### src/rtl/inj_pkg.sv
package inj_pkg;

    localparam int WORD_W         = 64;
    localparam int ADDR_W         = 48;
    localparam int PEER_W         = 8;
    localparam int TAG_W          = 8;
    localparam int LEN_W          = 16;
    localparam int BYTES_PER_WORD = WORD_W / 8;
    localparam int BYTE_SH        = $clog2(BYTES_PER_WORD);
    localparam int HDR_WORDS      = 2;
    localparam int CRC_W          = 32;

    localparam logic [CRC_W-1:0] CRC_POLY_REFL = 32'hEDB8_8320;
    localparam logic [CRC_W-1:0] CRC_SEED      = 32'hFFFF_FFFF;

    typedef struct packed {
        logic [PEER_W-1:0] peer;
        logic [TAG_W-1:0]  tag;
        logic [ADDR_W-1:0] src;
        logic [ADDR_W-1:0] dst;
        logic [LEN_W-1:0]  len;
    } desc_t;

    typedef enum logic [2:0] {
        ST_IDLE,
        ST_SPACE,
        ST_HDR0,
        ST_HDR1,
        ST_PAY,
        ST_TAIL
    } eng_state_t;

    // Advance a reflected CRC over one word, least significant bit first.
    function automatic logic [CRC_W-1:0] crc_step_word(input logic [CRC_W-1:0] c,
                                                       input logic [WORD_W-1:0] d);
        logic [CRC_W-1:0] r;
        r = c;
        for (int i = 0; i < WORD_W; i++) begin
            if (r[0] ^ d[i])
                r = (r >> 1) ^ CRC_POLY_REFL;
            else
                r = r >> 1;
        end
        return r;
    endfunction

    function automatic logic [WORD_W-1:0] make_hdr_route(input logic [PEER_W-1:0] peer,
                                                         input logic [TAG_W-1:0]  tag,
                                                         input logic [LEN_W-1:0]  flen);
        logic [WORD_W-1:0] w;
        w = '0;
        w[WORD_W-1 -: PEER_W]          = peer;
        w[WORD_W-PEER_W-1 -: TAG_W]    = tag;
        w[LEN_W-1:0]                   = flen;
        return w;
    endfunction

endpackage

### src/rtl/inj_sync_fifo.sv
module inj_sync_fifo #(
    parameter int W     = 8,
    parameter int DEPTH = 4,
    parameter int CW    = $clog2(DEPTH) + 1
) (
    input  logic          clk,
    input  logic          rst,
    input  logic          wr_en,
    input  logic [W-1:0]  wr_data,
    input  logic          rd_en,
    output logic [W-1:0]  rd_data,
    output logic [CW-1:0] count
);
    localparam int AW = (DEPTH > 1) ? $clog2(DEPTH) : 1;
    localparam logic [AW-1:0] LAST_IDX = AW'(DEPTH - 1);

    logic [W-1:0]  mem [DEPTH];
    logic [AW-1:0] wp_q, rp_q;
    logic [CW-1:0] cnt_q;
    logic          full, empty, do_wr, do_rd;

    function automatic logic [AW-1:0] bump(input logic [AW-1:0] p);
        return (p == LAST_IDX) ? '0 : p + 1'b1;
    endfunction

    assign full    = (cnt_q == CW'(DEPTH));
    assign empty   = (cnt_q == '0);
    assign do_wr   = wr_en && !full;
    assign do_rd   = rd_en && !empty;
    assign rd_data = mem[rp_q];
    assign count   = cnt_q;

    always_ff @(posedge clk) begin
        if (do_wr)
            mem[wp_q] <= wr_data;
    end

    always_ff @(posedge clk) begin
        if (rst) begin
            wp_q  <= '0;
            rp_q  <= '0;
            cnt_q <= '0;
        end else begin
            if (do_wr) wp_q <= bump(wp_q);
            if (do_rd) rp_q <= bump(rp_q);
            case ({do_wr, do_rd})
                2'b10:   cnt_q <= cnt_q + 1'b1;
                2'b01:   cnt_q <= cnt_q - 1'b1;
                default: cnt_q <= cnt_q;
            endcase
        end
    end

endmodule

### src/rtl/inj_engine.sv
module inj_engine
    import inj_pkg::*;
#(
    parameter int MAX_BYTES = 256,
    parameter int TX_DEPTH  = 64,
    parameter int CNT_W     = $clog2(TX_DEPTH) + 1
) (
    input  logic                clk,
    input  logic                rst,
    input  logic                dq_empty,
    input  desc_t               dq_data,
    output logic                dq_pop,
    output logic                rd_req,
    output logic [ADDR_W-1:0]   rd_addr,
    input  logic [WORD_W-1:0]   rd_data,
    input  logic [CNT_W-1:0]    tx_count,
    output logic                wr_en,
    output logic [WORD_W-1:0]   wr_data,
    output logic                wr_last,
    output logic                done_valid,
    output logic [TAG_W-1:0]    done_tag
);
    localparam int MAX_WORDS = MAX_BYTES / BYTES_PER_WORD;
    localparam int WC_W      = $clog2(MAX_WORDS + 1);
    localparam int OVERHEAD  = HDR_WORDS + 1;
    localparam logic [LEN_W-1:0] MAX_LEN  = LEN_W'(MAX_BYTES);
    localparam logic [LEN_W-1:0] WORD_RND = LEN_W'(BYTES_PER_WORD - 1);

    eng_state_t          state_q;
    desc_t               cur_q;
    logic [LEN_W-1:0]    flen_q;
    logic [WC_W-1:0]     fwords_q;
    logic [WC_W-1:0]     rd_cnt_q, wr_cnt_q;
    logic                rd_pend_q;
    logic [CRC_W-1:0]    crc_q;
    logic                done_q;
    logic [TAG_W-1:0]    done_tag_q;

    logic [LEN_W-1:0]    flen_c;
    logic [WC_W-1:0]     fwords_c;
    logic                fits_c;
    logic                last_frag_c;
    logic                last_word_c;
    logic [BYTE_SH-1:0]  tail_bytes;
    logic [WORD_W-1:0]   pay_word;

    // Fragment sizing from what is left of the current request.
    assign flen_c      = (cur_q.len > MAX_LEN) ? MAX_LEN : cur_q.len;
    assign fwords_c    = WC_W'((flen_c + WORD_RND) >> BYTE_SH);
    assign fits_c      = (int'(tx_count) + int'(fwords_c) + OVERHEAD) <= TX_DEPTH;
    assign last_frag_c = (cur_q.len <= MAX_LEN);
    assign last_word_c = (wr_cnt_q == fwords_q - WC_W'(1));
    assign tail_bytes  = flen_q[BYTE_SH-1:0];

    // Zero the unused top bytes of a partly used final word.
    always_comb begin
        for (int b = 0; b < BYTES_PER_WORD; b++) begin
            if (last_word_c && (tail_bytes != '0) && (b >= int'(tail_bytes)))
                pay_word[8*b +: 8] = 8'h00;
            else
                pay_word[8*b +: 8] = rd_data[8*b +: 8];
        end
    end

    always_comb begin
        dq_pop  = (state_q == ST_IDLE) && !dq_empty;
        rd_req  = (state_q == ST_PAY) && (rd_cnt_q != fwords_q);
        rd_addr = cur_q.src + (ADDR_W'(rd_cnt_q) << BYTE_SH);
        wr_en   = 1'b0;
        wr_last = 1'b0;
        wr_data = '0;
        case (state_q)
            ST_HDR0: begin
                wr_en   = 1'b1;
                wr_data = make_hdr_route(cur_q.peer, cur_q.tag, flen_q);
            end
            ST_HDR1: begin
                wr_en   = 1'b1;
                wr_data = WORD_W'(cur_q.dst);
            end
            ST_PAY: begin
                wr_en   = rd_pend_q;
                wr_data = pay_word;
            end
            ST_TAIL: begin
                wr_en   = 1'b1;
                wr_last = 1'b1;
                wr_data = {{(WORD_W-CRC_W){1'b0}}, ~crc_q};
            end
            default: ;
        endcase
    end

    always_ff @(posedge clk) begin
        if (rst) begin
            state_q    <= ST_IDLE;
            cur_q      <= '0;
            flen_q     <= '0;
            fwords_q   <= '0;
            rd_cnt_q   <= '0;
            wr_cnt_q   <= '0;
            rd_pend_q  <= 1'b0;
            crc_q      <= CRC_SEED;
            done_q     <= 1'b0;
            done_tag_q <= '0;
        end else begin
            done_q    <= 1'b0;
            rd_pend_q <= rd_req;
            if (wr_en && !wr_last)
                crc_q <= crc_step_word(crc_q, wr_data);
            if (rd_req)
                rd_cnt_q <= rd_cnt_q + 1'b1;
            case (state_q)
                ST_IDLE: begin
                    if (!dq_empty) begin
                        cur_q   <= dq_data;
                        state_q <= ST_SPACE;
                    end
                end
                ST_SPACE: begin
                    flen_q   <= flen_c;
                    fwords_q <= fwords_c;
                    crc_q    <= CRC_SEED;
                    if (fits_c)
                        state_q <= ST_HDR0;
                end
                ST_HDR0: state_q <= ST_HDR1;
                ST_HDR1: begin
                    rd_cnt_q <= '0;
                    wr_cnt_q <= '0;
                    state_q  <= (fwords_q == '0) ? ST_TAIL : ST_PAY;
                end
                ST_PAY: begin
                    if (rd_pend_q) begin
                        wr_cnt_q <= wr_cnt_q + 1'b1;
                        if (last_word_c)
                            state_q <= ST_TAIL;
                    end
                end
                ST_TAIL: begin
                    cur_q.src <= cur_q.src + ADDR_W'(flen_q);
                    cur_q.dst <= cur_q.dst + ADDR_W'(flen_q);
                    cur_q.len <= cur_q.len - flen_q;
                    if (last_frag_c) begin
                        done_q     <= 1'b1;
                        done_tag_q <= cur_q.tag;
                        state_q    <= ST_IDLE;
                    end else begin
                        state_q <= ST_SPACE;
                    end
                end
                default: state_q <= ST_IDLE;
            endcase
        end
    end

    assign done_valid = done_q;
    assign done_tag   = done_tag_q;

endmodule

### src/rtl/inj_packetizer.sv
module inj_packetizer
    import inj_pkg::*;
#(
    parameter int MAX_BYTES  = 256,
    parameter int DESC_DEPTH = 4,
    parameter int TX_DEPTH   = 64
) (
    input  logic                clk,
    input  logic                rst,
    input  logic                desc_valid,
    output logic                desc_ready,
    input  logic [PEER_W-1:0]   desc_peer,
    input  logic [TAG_W-1:0]    desc_tag,
    input  logic [ADDR_W-1:0]   desc_src,
    input  logic [ADDR_W-1:0]   desc_dst,
    input  logic [LEN_W-1:0]    desc_len,
    output logic                rd_req,
    output logic [ADDR_W-1:0]   rd_addr,
    input  logic [WORD_W-1:0]   rd_data,
    output logic                tx_valid,
    input  logic                tx_ready,
    output logic [WORD_W-1:0]   tx_data,
    output logic                tx_last,
    output logic                done_valid,
    output logic [TAG_W-1:0]    done_tag
);
    localparam int DQ_CW  = $clog2(DESC_DEPTH) + 1;
    localparam int TXQ_CW = $clog2(TX_DEPTH) + 1;
    localparam int TXQ_W  = WORD_W + 1;

    desc_t              dq_in, dq_out;
    logic [DQ_CW-1:0]   dq_count;
    logic               dq_empty, dq_pop;

    logic               txq_wr, txq_wlast, txq_full, txq_rd;
    logic [WORD_W-1:0]  txq_wdata;
    logic [TXQ_W-1:0]   txq_rdata;
    logic [TXQ_CW-1:0]  txq_count;

    assign dq_in      = '{peer: desc_peer, tag: desc_tag, src: desc_src,
                          dst: desc_dst, len: desc_len};
    assign desc_ready = (dq_count != DQ_CW'(DESC_DEPTH));
    assign dq_empty   = (dq_count == '0);

    inj_sync_fifo #(
        .W     ($bits(desc_t)),
        .DEPTH (DESC_DEPTH),
        .CW    (DQ_CW)
    ) u_desc_q (
        .clk     (clk),
        .rst     (rst),
        .wr_en   (desc_valid),
        .wr_data (dq_in),
        .rd_en   (dq_pop),
        .rd_data (dq_out),
        .count   (dq_count)
    );

    inj_engine #(
        .MAX_BYTES (MAX_BYTES),
        .TX_DEPTH  (TX_DEPTH),
        .CNT_W     (TXQ_CW)
    ) u_engine (
        .clk        (clk),
        .rst        (rst),
        .dq_empty   (dq_empty),
        .dq_data    (dq_out),
        .dq_pop     (dq_pop),
        .rd_req     (rd_req),
        .rd_addr    (rd_addr),
        .rd_data    (rd_data),
        .tx_count   (txq_count),
        .wr_en      (txq_wr),
        .wr_data    (txq_wdata),
        .wr_last    (txq_wlast),
        .done_valid (done_valid),
        .done_tag   (done_tag)
    );

    assign txq_full = (txq_count == TXQ_CW'(TX_DEPTH));
    assign tx_valid = (txq_count != '0);
    assign txq_rd   = tx_valid && tx_ready;

    inj_sync_fifo #(
        .W     (TXQ_W),
        .DEPTH (TX_DEPTH),
        .CW    (TXQ_CW)
    ) u_tx_q (
        .clk     (clk),
        .rst     (rst),
        .wr_en   (txq_wr),
        .wr_data ({txq_wlast, txq_wdata}),
        .rd_en   (txq_rd),
        .rd_data (txq_rdata),
        .count   (txq_count)
    );

    assign tx_last = txq_rdata[WORD_W];
    assign tx_data = txq_rdata[WORD_W-1:0];

endmodule

### config.mk
export PLATFORM = sky130hd
export DESIGN_NAME = inj_packetizer
export DESIGN_NICKNAME = d
export VERILOG_FILES = /design/src/rtl/inj_pkg.sv /design/src/rtl/inj_sync_fifo.sv /design/src/rtl/inj_engine.sv /design/src/rtl/inj_packetizer.sv
export SDC_FILE = /design/constraint.sdc
export NUM_CORES = 2
export LEC_CHECK = 0
export BUFFER_PORTS_ARGS = -buffer_cell sky130_fd_sc_hd__buf_2
export CAP_MARGIN = 20
export CORE_AREA = 2 2 706 708
export CTS_BUF_LIST = sky130_fd_sc_hd__clkbuf_8 sky130_fd_sc_hd__clkbuf_16
export CTS_CLUSTER_SIZE = 20
export DETAILED_ROUTE_END_ITERATION = 8
export DIE_AREA = 0 0 708 710
export HOLD_SLACK_MARGIN = 0.03
export SLEW_MARGIN = 40
export SYNTH_ARGS = -nofsm -noshare
export SYNTH_HDL_FRONTEND = slang
export SYNTH_MEMORY_MAX_BITS = 65536
export SYNTH_SLANG_ARGS = --single-unit
### constraint.sdc
create_clock -name clk -period 10.66 [get_ports clk]
set_input_delay 2.132 -clock clk [delete_from_list [all_inputs] [get_ports clk]]
set_output_delay 2.132 -clock clk [all_outputs]
set_load 0.01 [all_outputs]
==> results.sh <==
export IMPL_cts_tree="built"
export IMPL_design_portCount=321
export IMPL_area_growth_synth_to_final_pct=15.2
export IMPL_num_vias=101000
export IMPL_number_of_enable_type_register_cells_in_the_synthesized_netlist=4672
export IMPL_final_clock_skew_ns=0.0354
export IMPL_io_buffer_count=320
export IMPL_place_area_um2=211000
export IMPL_worstPathCellList="nor3b_2, a22oi_1, o2bb2ai_2, xor2_1, xnor2_1, xnor2_2, xnor3_2, xnor3_1, xor3_2, xnor2_4, xnor3_1, xnor3_2, xor2_2, xnor3_1, xor3_1, xnor2_2, xnor2_2, xnor3_1, o211ai_1"
export IMPL_cts_repair_timing_setup_buffer_count=0
export IMPL_gp_congestion=0.868
export IMPL_timing_critical_path_slowest_stage_cell="sky130_fd_sc_hd__dfxtp_1"
export IMPL_syn_nets=9408
export IMPL_synthTopCellsByArea="sky130_fd_sc_hd__edfxtp_1, sky130_fd_sc_hd__mux4_2, sky130_fd_sc_hd__dfxtp_1"
export IMPL_syn_area_um2=198000
export IMPL_fin_cells=16900
export IMPL_timing_critical_path_fanout_max=22
export IMPL_fillerInstances=40700
export IMPL_placed_cells=15900
export IMPL_rows=259
export IMPL_detail_route_wirelength_mm=590
export IMPL_holdCritPathClass="reg -> reg"
export IMPL_final_layout_size_suffix_gt1_frac=0.303
export IMPL_dieWidth_um=708
export IMPL_crit_path_end_kind="register"
export IMPL_finalCritPeriodShare=0.827
export IMPL_report_final_hold_viol_count=0
export IMPL_number_of_h_tree_levels=6
export IMPL_setup_total_negative_slack_ns=0
export IMPL_synth_main_ff_cell="sky130_fd_sc_hd__edfxtp_1"
export IMPL_type_of_the_worst_setup_path="reg -> reg"
export IMPL_die_area_um2=503000
export IMPL_count_of_warnings_emitted_by_yosys=0
export IMPL_worst_slew_pin_transition_ns=0.916
export IMPL_grt_first_pass_wirelength_mm=813
export IMPL_initial_utilization=0.399
export IMPL_routedWlPerCell_um=35.0
export IMPL_delay_of_the_slowest_critical_path_stage_ns=0.83
export IMPL_ys_types=83
export IMPL_multiInputGateArea_um2=51100
export IMPL_grt_remaining_overflow=0
export IMPL_period_needed_ns=8.81
export IMPL_insertion_delay_ns=1.04
export IMPL_critical_path_buf_inv_count=0
export IMPL_timing_final_max_slew_violations=0
export IMPL_cp_startpoint_kind="register"
export IMPL_tritoncts_num_sinks=4913
export IMPL_critical_path_arrival_ns=9.76
export IMPL_drcViolationCount=0
export IMPL_rsz0062_at_grt="false"
export IMPL_first_global_vias=101000
export IMPL_layout_common_cells="sky130_fd_sc_hd__edfxtp_1, sky130_fd_sc_hd__mux4_2, sky130_fd_sc_hd__clkbuf_16"
export IMPL_antenna_violations_before_repair=96
export IMPL_cts_max_path_buffers=4
export IMPL_vias_per_cell=5.97
export IMPL_synth_async_reset_ratio=0
export IMPL_tritoncts_num_buffers=521
export IMPL_post_cts_resized_instances=0
export IMPL_clk_pin_slew_ns=0.06
export IMPL_root_buffer="sky130_fd_sc_hd__clkbuf_16"
export IMPL_run_status="complete, no violations"
export IMPL_postSynthRegisterBits=4913
export IMPL_cell_family_with_most_cp_delay="XOR/XNOR gates"
export IMPL_non_filler_cell_area_final_um2=228000
export IMPL_drt_antenna_violating_nets=0
export IMPL_cts_hold_buf=0
export IMPL_footprint_of_the_flip_flops_and_latches_um2=145000
export IMPL_most_common_cell_after_layout_fill_and_taps_aside="sky130_fd_sc_hd__edfxtp_1"
export IMPL_timing_fmax_mhz=113
export IMPL_fp_dieH_um=710
export IMPL_dr_first_iter_drc_count=13700
export IMPL_cp_data_required_time_ns=11.61
export IMPL_maxCapViolations=0
export IMPL_synthesis_area_per_instance_um2=21.7
export IMPL_synth_cells=9129
export IMPL_final_stage_net_count=10200
export IMPL_grt_start_max_net_pins=136
export IMPL_design_core_area_um2=495000
export IMPL_drtPass1Iterations=6
export IMPL_grt_use_total=0.231
export IMPL_netlist_top_cell_by_area="sky130_fd_sc_hd__edfxtp_1"
export IMPL_critical_path_top_cell_by_count="sky130_fd_sc_hd__xnor3_1"
export IMPL_detailedPlacementHpwl_mm=340
export IMPL_synth_top_area_frac=0.710
export IMPL_maxSlewHeadroom=0.389
export IMPL_sequential_to_total_area_share_from_yosys_stat=0.734
export IMPL_setup_viol_count_final=0
state kept, by name, summed over array words and instances (netlist names), 2 cells and up, named ones only:
register           count
u_engine.cur_q       128
u_tx_q.count           7
u_desc_q.count         3
u_engine.state_q       3
u_engine.done_tag      8
u_engine.flen_q       16
u_tx_q.mem          4160
u_engine.fwords_q      6
u_engine.wr_cnt_q      6
u_desc_q.mem         512
u_tx_q.wp_q            6
u_engine.rd_cnt_q      6
u_tx_q.rp_q            6
u_desc_q.wp_q          2
u_desc_q.rp_q          2
u_engine.crc_q        32
per-layer routing:
metal / global-route usage / wire length, um / vias up / part of all wire
met2: 0.374 / 283000 / 5087 / 0.48
met4: 0.0599 / 16900 / 92 / 0.029
met1: 0.324 / 238000 / 54900 / 0.40
met5: 0 / 609 / - / 0.0010
li1: - / - / 39800 / -
met3: 0.0424 / 51200 / 963 / 0.087
layout make-up:
cell class                      instances  share of cell area
Sequential cell                      4913               0.638
Clock inverter                        395              0.0132
Antenna cell                           27            0.000297
Multi-Input combinational cell       3647               0.225
Clock buffer                          543              0.0593
Timing Repair Buffer                  719              0.0274
Tap cell                             6525              0.0359
Inverter                              100             0.00168
tightest hold or removal path, cell delays in order, from the launching register on:
cell and delay, ns:
sky130_fd_sc_hd__dfxtp_1 0.31, sky130_fd_sc_hd__nand2_1 0.05, sky130_fd_sc_hd__a21oi_1 0.05
through the flow:
step | util | hold WS (ns) | worst slack, ns
after floorplan | - | 0.437 | 1.72
after global placement | 0.422 | 0.452 | 0.807
after detailed placement | 0.425 | 0.453 | 0.929
after CTS | 0.459 | 0.460 | 1.81
after global routing | 0.459 | 0.490 | 1.44
final | 0.459 | 0.460 | 1.85
final timing paths:
kind / from / slack, ns / cells after the start / endpoint
worst max register to register: u_engine.state_q[2]$_SDFFE_PP0P_ / 1.85 / 19 / u_engine.crc_q[18]$_SDFFE_PP1P_
worst max-delay path: u_engine.state_q[2]$_SDFFE_PP0P_ / 1.85 / 19 / u_engine.crc_q[18]$_SDFFE_PP1P_
worst min-delay path: u_engine.cur_q[124]$_SDFFE_PP0P_ / 0.46 / 2 / u_engine.cur_q[124]$_SDFFE_PP0P_
worst min register to register: u_engine.cur_q[124]$_SDFFE_PP0P_ / 0.46 / 2 / u_engine.cur_q[124]$_SDFFE_PP0P_
logic make-up (layout without fill, tap and decap cells):
kind of cell	Yosys count	in the layout	synth area share
other	0	27	0
adders and majority gates	83	83	0.00552
and+or+nand+nor	833	833	0.0193
muxes	1540	1540	0.173
AOI/OAI and AO/OA	580	580	0.0193
buffers and inverters	569	1757	0.0109
xor gates and xnor gates	611	611	0.0382
DFF	4913	4913	0.734
cells in the mapped netlist, types with 13 or more instances:
master	number
sky130_fd_sc_hd__a211oi_1	33
sky130_fd_sc_hd__a21boi_0	13
sky130_fd_sc_hd__a21o_1	28
sky130_fd_sc_hd__a21oi_1	162
sky130_fd_sc_hd__a22o_1	39
sky130_fd_sc_hd__a311oi_1	17
sky130_fd_sc_hd__a31oi_1	29
sky130_fd_sc_hd__and2_1	19
sky130_fd_sc_hd__and3_1	38
sky130_fd_sc_hd__buf_1	97
sky130_fd_sc_hd__clkbuf_1	364
sky130_fd_sc_hd__dfxtp_1	241
sky130_fd_sc_hd__edfxtp_1	4672
sky130_fd_sc_hd__ha_1	76
sky130_fd_sc_hd__inv_1	99
sky130_fd_sc_hd__mux2i_1	39
sky130_fd_sc_hd__mux4_2	1493
sky130_fd_sc_hd__nand2_1	251
sky130_fd_sc_hd__nand2b_1	16
sky130_fd_sc_hd__nand3_1	56
sky130_fd_sc_hd__nand4_1	21
sky130_fd_sc_hd__nor2_1	286
sky130_fd_sc_hd__nor2b_1	17
sky130_fd_sc_hd__nor3_1	57
sky130_fd_sc_hd__nor4_1	18
sky130_fd_sc_hd__o211ai_1	23
sky130_fd_sc_hd__o21a_1	14
sky130_fd_sc_hd__o21ai_0	110
sky130_fd_sc_hd__o21bai_1	15
sky130_fd_sc_hd__o22ai_1	28
sky130_fd_sc_hd__xnor2_1	302
sky130_fd_sc_hd__xnor2_2	15
sky130_fd_sc_hd__xnor3_1	100
sky130_fd_sc_hd__xor2_1	147
sky130_fd_sc_hd__xor3_1	25
Power is left out: the tool's default activity adds up to more than one toggle a clock period on the data nets, which glitch-free logic cannot reach.
